$ cat src/rtl/simt_path_pkg.sv
// Shared types for the warp path scheduler.
// Assumes nothing beyond IEEE 1800-2017 packages.
package simt_path_pkg;

    // Position of a path relative to the first branch of its loop body.
    typedef enum logic {
        POS_PRE  = 1'b0,
        POS_POST = 1'b1
    } loop_pos_e;

    // Operation applied to the path table in a given cycle.
    typedef enum logic [2:0] {
        OP_NONE   = 3'd0,
        OP_LAUNCH = 3'd1,
        OP_BRANCH = 3'd2,
        OP_EXIT   = 3'd3,
        OP_BACK   = 3'd4,
        OP_MERGE  = 3'd5
    } tbl_op_e;

endpackage

$ cat src/rtl/path_table.sv
// Path table storage: holds PC, lane mask, iteration count and position
// tag per entry, and applies one event per cycle (launch, branch, exit,
// back-edge) or, in an idle cycle, one merge of equal paths.
// Assumes ENTRIES is a power of two so every index value names an entry.
module path_table
    import simt_path_pkg::*;
#(
    parameter int LANES   = 8,
    parameter int ENTRIES = 8,
    parameter int PC_W    = 16,
    parameter int ITER_W  = 4,
    localparam int IDX_W  = $clog2(ENTRIES)
) (
    input  logic                            clk,
    input  logic                            rst_n,
    input  logic                            launch_valid,
    input  logic [PC_W-1:0]                 launch_pc,
    input  logic [LANES-1:0]                launch_mask,
    input  logic                            br_valid,
    input  logic [IDX_W-1:0]                br_path,
    input  logic [LANES-1:0]                br_taken_mask,
    input  logic [PC_W-1:0]                 br_target_pc,
    input  logic [PC_W-1:0]                 br_fall_pc,
    input  logic                            exit_valid,
    input  logic [IDX_W-1:0]                exit_path,
    input  logic [LANES-1:0]                exit_mask,
    input  logic                            backedge_valid,
    input  logic [IDX_W-1:0]                backedge_path,
    output logic [ENTRIES-1:0]              ent_valid,
    output logic [ENTRIES-1:0][PC_W-1:0]    ent_pc,
    output logic [ENTRIES-1:0][LANES-1:0]   ent_mask,
    output logic [ENTRIES-1:0][ITER_W-1:0]  ent_iter,
    output logic [ENTRIES-1:0]              ent_post,
    output logic                            overflow
);

    tbl_op_e          op;
    logic             free_ok;
    logic [IDX_W-1:0] free_idx;
    logic             mrg_found;
    logic [IDX_W-1:0] mrg_keep;
    logic [IDX_W-1:0] mrg_drop;
    logic [LANES-1:0] br_tk;
    logic [LANES-1:0] br_nt;
    logic [LANES-1:0] exit_left;

    // Find the lowest-numbered free entry for a split.
    always_comb begin
        free_ok  = 1'b0;
        free_idx = '0;
        for (int k = ENTRIES - 1; k >= 0; k--) begin
            if (!ent_valid[k]) begin
                free_ok  = 1'b1;
                free_idx = IDX_W'(k);
            end
        end
    end

    // Find the lowest pair of valid entries with equal PC and iteration.
    always_comb begin
        mrg_found = 1'b0;
        mrg_keep  = '0;
        mrg_drop  = '0;
        for (int i = 0; i < ENTRIES; i++) begin
            for (int j = i + 1; j < ENTRIES; j++) begin
                if (!mrg_found && ent_valid[i] && ent_valid[j] &&
                    ent_pc[i] == ent_pc[j] && ent_iter[i] == ent_iter[j]) begin
                    mrg_found = 1'b1;
                    mrg_keep  = IDX_W'(i);
                    mrg_drop  = IDX_W'(j);
                end
            end
        end
    end

    // Split the branching path's lanes and compute lanes left after exit.
    always_comb begin
        br_tk     = br_taken_mask & ent_mask[br_path];
        br_nt     = ent_mask[br_path] & ~br_taken_mask;
        exit_left = ent_mask[exit_path] & ~exit_mask;
    end

    // Pick the single table operation for this cycle by priority.
    always_comb begin
        if (launch_valid)                              op = OP_LAUNCH;
        else if (br_valid && ent_valid[br_path])       op = OP_BRANCH;
        else if (exit_valid && ent_valid[exit_path])   op = OP_EXIT;
        else if (backedge_valid && ent_valid[backedge_path]) op = OP_BACK;
        else if (mrg_found)                            op = OP_MERGE;
        else                                           op = OP_NONE;
    end

    // Apply the chosen operation to the table registers.
    always_ff @(posedge clk) begin
        if (!rst_n) begin
            ent_valid <= '0;
            ent_pc    <= '0;
            ent_mask  <= '0;
            ent_iter  <= '0;
            ent_post  <= '0;
            overflow  <= 1'b0;
        end else begin
            case (op)
                OP_LAUNCH: begin
                    ent_valid    <= '0;
                    ent_mask     <= '0;
                    ent_iter     <= '0;
                    ent_post     <= '0;
                    ent_valid[0] <= |launch_mask;
                    ent_pc[0]    <= launch_pc;
                    ent_mask[0]  <= launch_mask;
                    overflow     <= 1'b0;
                end
                OP_BRANCH: begin
                    if (br_tk != '0 && br_nt != '0) begin
                        if (free_ok) begin
                            ent_mask[br_path]   <= br_tk;
                            ent_pc[br_path]     <= br_target_pc;
                            ent_post[br_path]   <= POS_POST;
                            ent_valid[free_idx] <= 1'b1;
                            ent_mask[free_idx]  <= br_nt;
                            ent_pc[free_idx]    <= br_fall_pc;
                            ent_iter[free_idx]  <= ent_iter[br_path];
                            ent_post[free_idx]  <= POS_POST;
                        end else begin
                            overflow <= 1'b1;
                        end
                    end else begin
                        ent_pc[br_path]   <= (br_tk != '0) ? br_target_pc : br_fall_pc;
                        ent_post[br_path] <= POS_POST;
                    end
                end
                OP_EXIT: begin
                    ent_mask[exit_path] <= exit_left;
                    if (exit_left == '0) begin
                        ent_valid[exit_path] <= 1'b0;
                    end
                end
                OP_BACK: begin
                    if (ent_iter[backedge_path] != '1) begin
                        ent_iter[backedge_path] <= ent_iter[backedge_path] + 1'b1;
                    end
                    ent_post[backedge_path] <= POS_PRE;
                end
                OP_MERGE: begin
                    ent_mask[mrg_keep]  <= ent_mask[mrg_keep] | ent_mask[mrg_drop];
                    ent_mask[mrg_drop]  <= '0;
                    ent_valid[mrg_drop] <= 1'b0;
                end
                default: ;
            endcase
        end
    end

endmodule

$ cat src/rtl/path_select.sv
// Two-level path selection: lowest PC by default; when that path is marked
// as inside a divergent loop, the most populated marked path whose
// iteration count is within MAX_SHIFT of the slowest marked path.
// Assumes all marked paths belong to the same loop. Purely combinational.
module path_select #(
    parameter int LANES     = 8,
    parameter int ENTRIES   = 8,
    parameter int PC_W      = 16,
    parameter int ITER_W    = 4,
    parameter int MAX_SHIFT = 2,
    localparam int IDX_W    = $clog2(ENTRIES)
) (
    input  logic [ENTRIES-1:0]              ent_valid,
    input  logic [ENTRIES-1:0][PC_W-1:0]    ent_pc,
    input  logic [ENTRIES-1:0][LANES-1:0]   ent_mask,
    input  logic [ENTRIES-1:0][ITER_W-1:0]  ent_iter,
    input  logic [ENTRIES-1:0]              loop_flag,
    output logic                            sel_valid,
    output logic [IDX_W-1:0]                sel_idx
);

    logic              min_found;
    logic [IDX_W-1:0]  min_idx;
    logic [PC_W-1:0]   min_pc;
    logic              iter_found;
    logic [ITER_W-1:0] iter_floor;
    logic [ENTRIES-1:0] eligible;
    logic              maj_found;
    logic [IDX_W-1:0]  maj_idx;
    logic [PC_W-1:0]   maj_pc;
    int                maj_pop;

    // First level: lowest PC among valid paths, lower index on ties.
    always_comb begin
        min_found = 1'b0;
        min_idx   = '0;
        min_pc    = '0;
        for (int k = 0; k < ENTRIES; k++) begin
            if (ent_valid[k] && (!min_found || ent_pc[k] < min_pc)) begin
                min_found = 1'b1;
                min_idx   = IDX_W'(k);
                min_pc    = ent_pc[k];
            end
        end
    end

    // Iteration floor of the marked paths and the shift window it allows.
    always_comb begin
        iter_found = 1'b0;
        iter_floor = '0;
        for (int k = 0; k < ENTRIES; k++) begin
            if (ent_valid[k] && loop_flag[k] &&
                (!iter_found || ent_iter[k] < iter_floor)) begin
                iter_found = 1'b1;
                iter_floor = ent_iter[k];
            end
        end
        for (int k = 0; k < ENTRIES; k++) begin
            eligible[k] = ent_valid[k] && loop_flag[k] &&
                          (int'(ent_iter[k]) <= int'(iter_floor) + MAX_SHIFT);
        end
    end

    // Second level: most lanes among eligible paths, lower PC on ties.
    always_comb begin
        int pop;
        maj_found = 1'b0;
        maj_idx   = '0;
        maj_pc    = '0;
        maj_pop   = 0;
        for (int k = 0; k < ENTRIES; k++) begin
            pop = int'($countones(ent_mask[k]));
            if (eligible[k] && (!maj_found || pop > maj_pop ||
                                (pop == maj_pop && ent_pc[k] < maj_pc))) begin
                maj_found = 1'b1;
                maj_idx   = IDX_W'(k);
                maj_pc    = ent_pc[k];
                maj_pop   = pop;
            end
        end
    end

    // Choose between the two levels.
    always_comb begin
        sel_valid = min_found;
        sel_idx   = (min_found && loop_flag[min_idx] && maj_found) ? maj_idx : min_idx;
    end

endmodule

$ cat src/rtl/simt_path_sched.sv
// Top of the warp path scheduler: path table plus selection policy, with
// the selected entry's fields driven to the outputs (zero when none).
// Assumes the caller presents at most the events it intends per cycle;
// lower-priority events in the same cycle are dropped.
module simt_path_sched #(
    parameter int LANES     = 8,
    parameter int ENTRIES   = 8,
    parameter int PC_W      = 16,
    parameter int ITER_W    = 4,
    parameter int MAX_SHIFT = 2,
    localparam int IDX_W    = $clog2(ENTRIES)
) (
    input  logic               clk,
    input  logic               rst_n,
    input  logic               launch_valid,
    input  logic [PC_W-1:0]    launch_pc,
    input  logic [LANES-1:0]   launch_mask,
    input  logic               br_valid,
    input  logic [IDX_W-1:0]   br_path,
    input  logic [LANES-1:0]   br_taken_mask,
    input  logic [PC_W-1:0]    br_target_pc,
    input  logic [PC_W-1:0]    br_fall_pc,
    input  logic               exit_valid,
    input  logic [IDX_W-1:0]   exit_path,
    input  logic [LANES-1:0]   exit_mask,
    input  logic               backedge_valid,
    input  logic [IDX_W-1:0]   backedge_path,
    input  logic [ENTRIES-1:0] path_in_div_loop,
    output logic               sel_valid,
    output logic [IDX_W-1:0]   sel_path,
    output logic [PC_W-1:0]    sel_pc,
    output logic [LANES-1:0]   sel_mask,
    output logic               sel_post,
    output logic               overflow
);

    logic [ENTRIES-1:0]              ent_valid;
    logic [ENTRIES-1:0][PC_W-1:0]    ent_pc;
    logic [ENTRIES-1:0][LANES-1:0]   ent_mask;
    logic [ENTRIES-1:0][ITER_W-1:0]  ent_iter;
    logic [ENTRIES-1:0]              ent_post;
    logic                            pick_valid;
    logic [IDX_W-1:0]                pick_idx;

    path_table #(
        .LANES(LANES), .ENTRIES(ENTRIES), .PC_W(PC_W), .ITER_W(ITER_W)
    ) u_table (
        .clk(clk), .rst_n(rst_n),
        .launch_valid(launch_valid), .launch_pc(launch_pc), .launch_mask(launch_mask),
        .br_valid(br_valid), .br_path(br_path), .br_taken_mask(br_taken_mask),
        .br_target_pc(br_target_pc), .br_fall_pc(br_fall_pc),
        .exit_valid(exit_valid), .exit_path(exit_path), .exit_mask(exit_mask),
        .backedge_valid(backedge_valid), .backedge_path(backedge_path),
        .ent_valid(ent_valid), .ent_pc(ent_pc), .ent_mask(ent_mask),
        .ent_iter(ent_iter), .ent_post(ent_post), .overflow(overflow)
    );

    path_select #(
        .LANES(LANES), .ENTRIES(ENTRIES), .PC_W(PC_W), .ITER_W(ITER_W),
        .MAX_SHIFT(MAX_SHIFT)
    ) u_select (
        .ent_valid(ent_valid), .ent_pc(ent_pc), .ent_mask(ent_mask),
        .ent_iter(ent_iter), .loop_flag(path_in_div_loop),
        .sel_valid(pick_valid), .sel_idx(pick_idx)
    );

    // Drive the selected entry's fields, zero when the table is empty.
    always_comb begin
        sel_valid = pick_valid;
        sel_path  = pick_idx;
        sel_pc    = pick_valid ? ent_pc[pick_idx]   : '0;
        sel_mask  = pick_valid ? ent_mask[pick_idx] : '0;
        sel_post  = pick_valid ? ent_post[pick_idx] : 1'b0;
    end

endmodule

$ cat config.mk
export PLATFORM = sky130hd
export DESIGN_NAME = simt_path_sched
export DESIGN_NICKNAME = d
export VERILOG_FILES = /design/src/rtl/simt_path_pkg.sv /design/src/rtl/path_table.sv /design/src/rtl/path_select.sv /design/src/rtl/simt_path_sched.sv
export SDC_FILE = /design/constraint.sdc
export NUM_CORES = 2
export LEC_CHECK = 0
export BUFFER_PORTS_ARGS = -buffer_cell sky130_fd_sc_hd__buf_2
export CORE_ASPECT_RATIO = 1.1
export CORE_MARGIN = 4
export CORE_UTILIZATION = 25
export DETAILED_ROUTE_END_ITERATION = 7
export GPL_ROUTABILITY_DRIVEN = 0
export HOLD_SLACK_MARGIN = 0.05
export PLACE_DENSITY = 0.49
export SYNTH_ARGS = -nofsm -noshare
export SYNTH_HDL_FRONTEND = slang
export SYNTH_HIERARCHICAL = 1
export SYNTH_SLANG_ARGS = --single-unit
$ cat constraint.sdc
create_clock -name clk -period 27.5 [get_ports clk]
set_input_delay 0 -clock clk [delete_from_list [all_inputs] [get_ports clk]]
set_output_delay 0 -clock clk [all_outputs]
set_load 0.05 [all_outputs]
==> results.sh <==
export IMPL_status="finished with violations"
export IMPL_violations="DRC, capacitance limit, slew limit, setup timing"
export IMPL_fin_crit_ns=28.12
export IMPL_setup_ws_ns=-0.616
export IMPL_finalCritPeriodShare=1.02
export IMPL_grt_setup_unrepaired="true"
export IMPL_fin_skew_ns=0.0654
export IMPL_numCtsBuffers=31
export IMPL_crit_path_max_fanout=9
export IMPL_hold_end="u_table/ent_mask[58]"
export IMPL_first_pass_iters=8
export IMPL_synthAdderAreaFrac=0.121
export IMPL_final_cell_count_no_fill=7788
export IMPL_startpoint_type="register"
export IMPL_dp_hpwl_um=167000
export IMPL_antenna_found_initial=12
export IMPL_power_leakage_nw=21.9
export IMPL_die_area_um2=163000
export IMPL_slowest_stage="a2111o_1"
export IMPL_finalHoldViolCount=0
export IMPL_ctsRootBufferMaster="clkbuf_16"
export IMPL_port_buffers=124
export IMPL_cpMostUsedCell="buf_6"
export IMPL_path_delay_family="compound AO/OA/AOI/OAI gates"
export IMPL_slowest_delay_ns=0.42
export IMPL_synth_compound_area_share=0.287
export IMPL_finalPower_mw=1.26
export IMPL_grt_overflow_total=0
export IMPL_synth_top_family_by_area="compound AO/OA/AOI/OAI gates"
export IMPL_worst_pin_slew_ns=1.50
export IMPL_grt_use_total=0.287
export IMPL_ff2ff_setup_slack_ns=20.38
export IMPL_syn_num_nets=5630
export IMPL_r2r_start="u_table/ent_pc[65]"
export IMPL_yosysTopAreaCell="dfxtp_1"
export IMPL_powerDensity_nw_per_um2=24.8
export IMPL_min_path_cells=6
export IMPL_drv_cap=1
export IMPL_synth_common_cells="nor2_1 (462), xor2_1 (381), ha_1 (329), nand2_1 (314), o21ai_0 (294)"
export IMPL_yosysTopAreaCellShare=0.124
export IMPL_synth_xor_area_frac=0.128
export IMPL_yosys_area_share_simple=0.180
export IMPL_io_pins=125
export IMPL_required_ns=27.50
export IMPL_rows=151
export IMPL_viasPerCell=6.27
export IMPL_synthCells=5175
export IMPL_synth_flop_cell="dfxtp_1"
export IMPL_vias=48800
export IMPL_netlist_cell_type_count=121
export IMPL_ys_top_cells_by_area="dfxtp_1 (12%), ha_1 (11%), xor2_1 (8.5%)"
export IMPL_ant_nets=0
export IMPL_timing_rr_end="u_table/ent_mask[3]"
export IMPL_place_inst=7467
export IMPL_dieHeight_um=422
export IMPL_synth_most_common_cell="nor2_1"
export IMPL_n_fill_cell=16500
export IMPL_setup_viol=25
export IMPL_grt_pass1_vias=45300
export IMPL_start_util=0.253
export IMPL_synth_area_um2=39000
export IMPL_cp_arrival_ns=28.12
export IMPL_worstSetupPathType="reg2out"
export IMPL_pre_cts_slack_ns=-0.934
export IMPL_ys_async_sr_fraction=0
export IMPL_ys_ff_latch=241
export IMPL_core_region_area_um2=155000
export IMPL_crit_buf_inv=34
export IMPL_clock_sinks=241
export IMPL_finalMaxSlewViolations=27
export IMPL_finalWirelength_um=250000
export IMPL_drtIter0Drc=8434
export IMPL_fin_nets=6142
export IMPL_drc=12
export IMPL_drive_gt1_frac=0.250
export IMPL_grt_max_degree=84
export IMPL_routedWlPerCell_um=32.1
export IMPL_htreeDepth=1
export IMPL_hold_class="in2reg"
export IMPL_yosysSeqAreaShare=0.124
export IMPL_die_x_um=385
export IMPL_synthMuxAreaShare=0.0777
export IMPL_cts_path_max_buffers=3
export IMPL_clk_pin_slew_ns=0.07
export IMPL_ys_warn_count=6
export IMPL_grt_pass1_wl_um=342000
export IMPL_r2r_cells=15
export IMPL_hp_start="exit_mask[2]"
export IMPL_clkLatencyLatePin_ns=0.67
export IMPL_max_slew_margin=-0.00184
export IMPL_syn_to_final_growth_pct=29.7
export IMPL_clock_fmax_mhz=35.6
export IMPL_cts_tree="yes"
export IMPL_syn_avg_cell_area_um2=7.55
export IMPL_ir_drop_v=0.0000453
export IMPL_synth_edff_count=0
export IMPL_endpoint_kind="output pin"
[flip-flops by register name, indices dropped and copies added, names as in the netlist]
signal	count
u_table/ent_iter	32
u_table/ent_mask	64
u_table/ent_pc	128
u_table/ent_post	8
u_table/ent_valid	8
u_table/overflow	1
[repair_timing]
item | in CTS | in global routing
gates cloned | 10 | 2
hold buffers | 83 | 0
resized for setup | 274 | 241
endpoints found under the setup margin | 28 | 28
pin swaps | 98 | 164
endpoints found under the hold margin | 143 | 0
setup buffers | 105 | 59
[how the worst max path moves through the flow]
stage / startpoint / end / slack (ns) / depth (start not counted)
finish: u_table/ent_valid[0] / sel_pc[12] / -0.62 / 157
global route: u_table/ent_valid[0] / sel_pc[7] / -1.55 / 166
CTS: u_table/ent_valid[0] / sel_mask[6] / 0.01 / 156
detailed placement: u_table/ent_valid[0] / sel_pc[6] / -0.93 / 147
global placement: u_table/ent_valid[0] / sel_pc[2] / -0.04 / 153
floorplan: u_table/ent_valid[0] / sel_pc[10] / 0.001 / 167
[stage by stage]
step | util | setup TNS, ns | hold WS (ns) | instance area [um^2]
5_1_grt | 0.328 | -39.80 | 0.121 | 50600
2_1_floorplan | - | 0 | 0.288 | 39500
3_5_place_dp | 0.292 | -21.14 | 0.441 | 45200
6_report | 0.328 | -13.51 | 0.0839 | 50600
3_3_place_gp | 0.292 | -0.0513 | 0.438 | 45200
4_1_cts | 0.317 | 0 | 0.0510 | 49000
[layer usage]
metal  share of wire  GRT usage  vias to the layer above
li1                -          -                    20100
met1            0.36      0.338                    23100
met2            0.41      0.427                     4162
met3            0.13     0.0982                     1417
met4           0.099      0.220                       12
met5         0.00040    0.00329                        -
[cell type report]
cell class / instances / area (um^2) / area share
diodes: 12 / 30.0 / 0.000593
inverters: 245 / 930 / 0.0184
multi-input cells: 4208 / 33400 / 0.659
clock buffers: 40 / 860 / 0.0170
flip-flops and latches: 241 / 4830 / 0.0953
clock inverters: 17 / 209 / 0.00413
well taps: 2065 / 2580 / 0.0510
repair buffers: 960 / 7820 / 0.154
[cells by family after synthesis]
| family | after synthesis |
|---|---|
| compound gates | 1588 |
| simple gates | 1435 |
| buf+inv | 730 |
| xor+xnor | 571 |
| fa+ha+maj | 360 |
| mux | 250 |
| flops | 241 |
[report_power, final]
group          internal (mW)  total [mW]  switching [mW]
combinational          0.169       0.444           0.275
clock                  0.258       0.456           0.197
sequential             0.353       0.357         0.00350
total                  0.781        1.26           0.476
[cells in the final DEF, fill, tap and decap left out, types with 97 or more instances in the layout]
cell      netlist  layout
xor2_1        381     380
buf_2         171      97
a22oi_1       191     188
xnor2_1       190     190
a21o_1        109     109
nand4_1       118     118
nor2_1        462     446
nand2_1       314     287
o21ai_0       294     224
ha_1          329     282
inv_1         239     221
a211oi_1      139     124
mux2i_1       141     121
nor4_1        113     109
buf_4          25     686
a21oi_1       284     248
dfxtp_1       241     240
[worst reg2reg max path, delay by kind of cell, from the launching register on]
kind,cells,cell delay [ns]
AOI/OAI and AO/OA,7,3.18
buffers and inverters,2,1.03
DFF,1,0.90
and+or+nand+nor,5,1.79
xor gates and xnor gates,1,0.15
No activity file was read; power rests on OpenSTA's default activity.
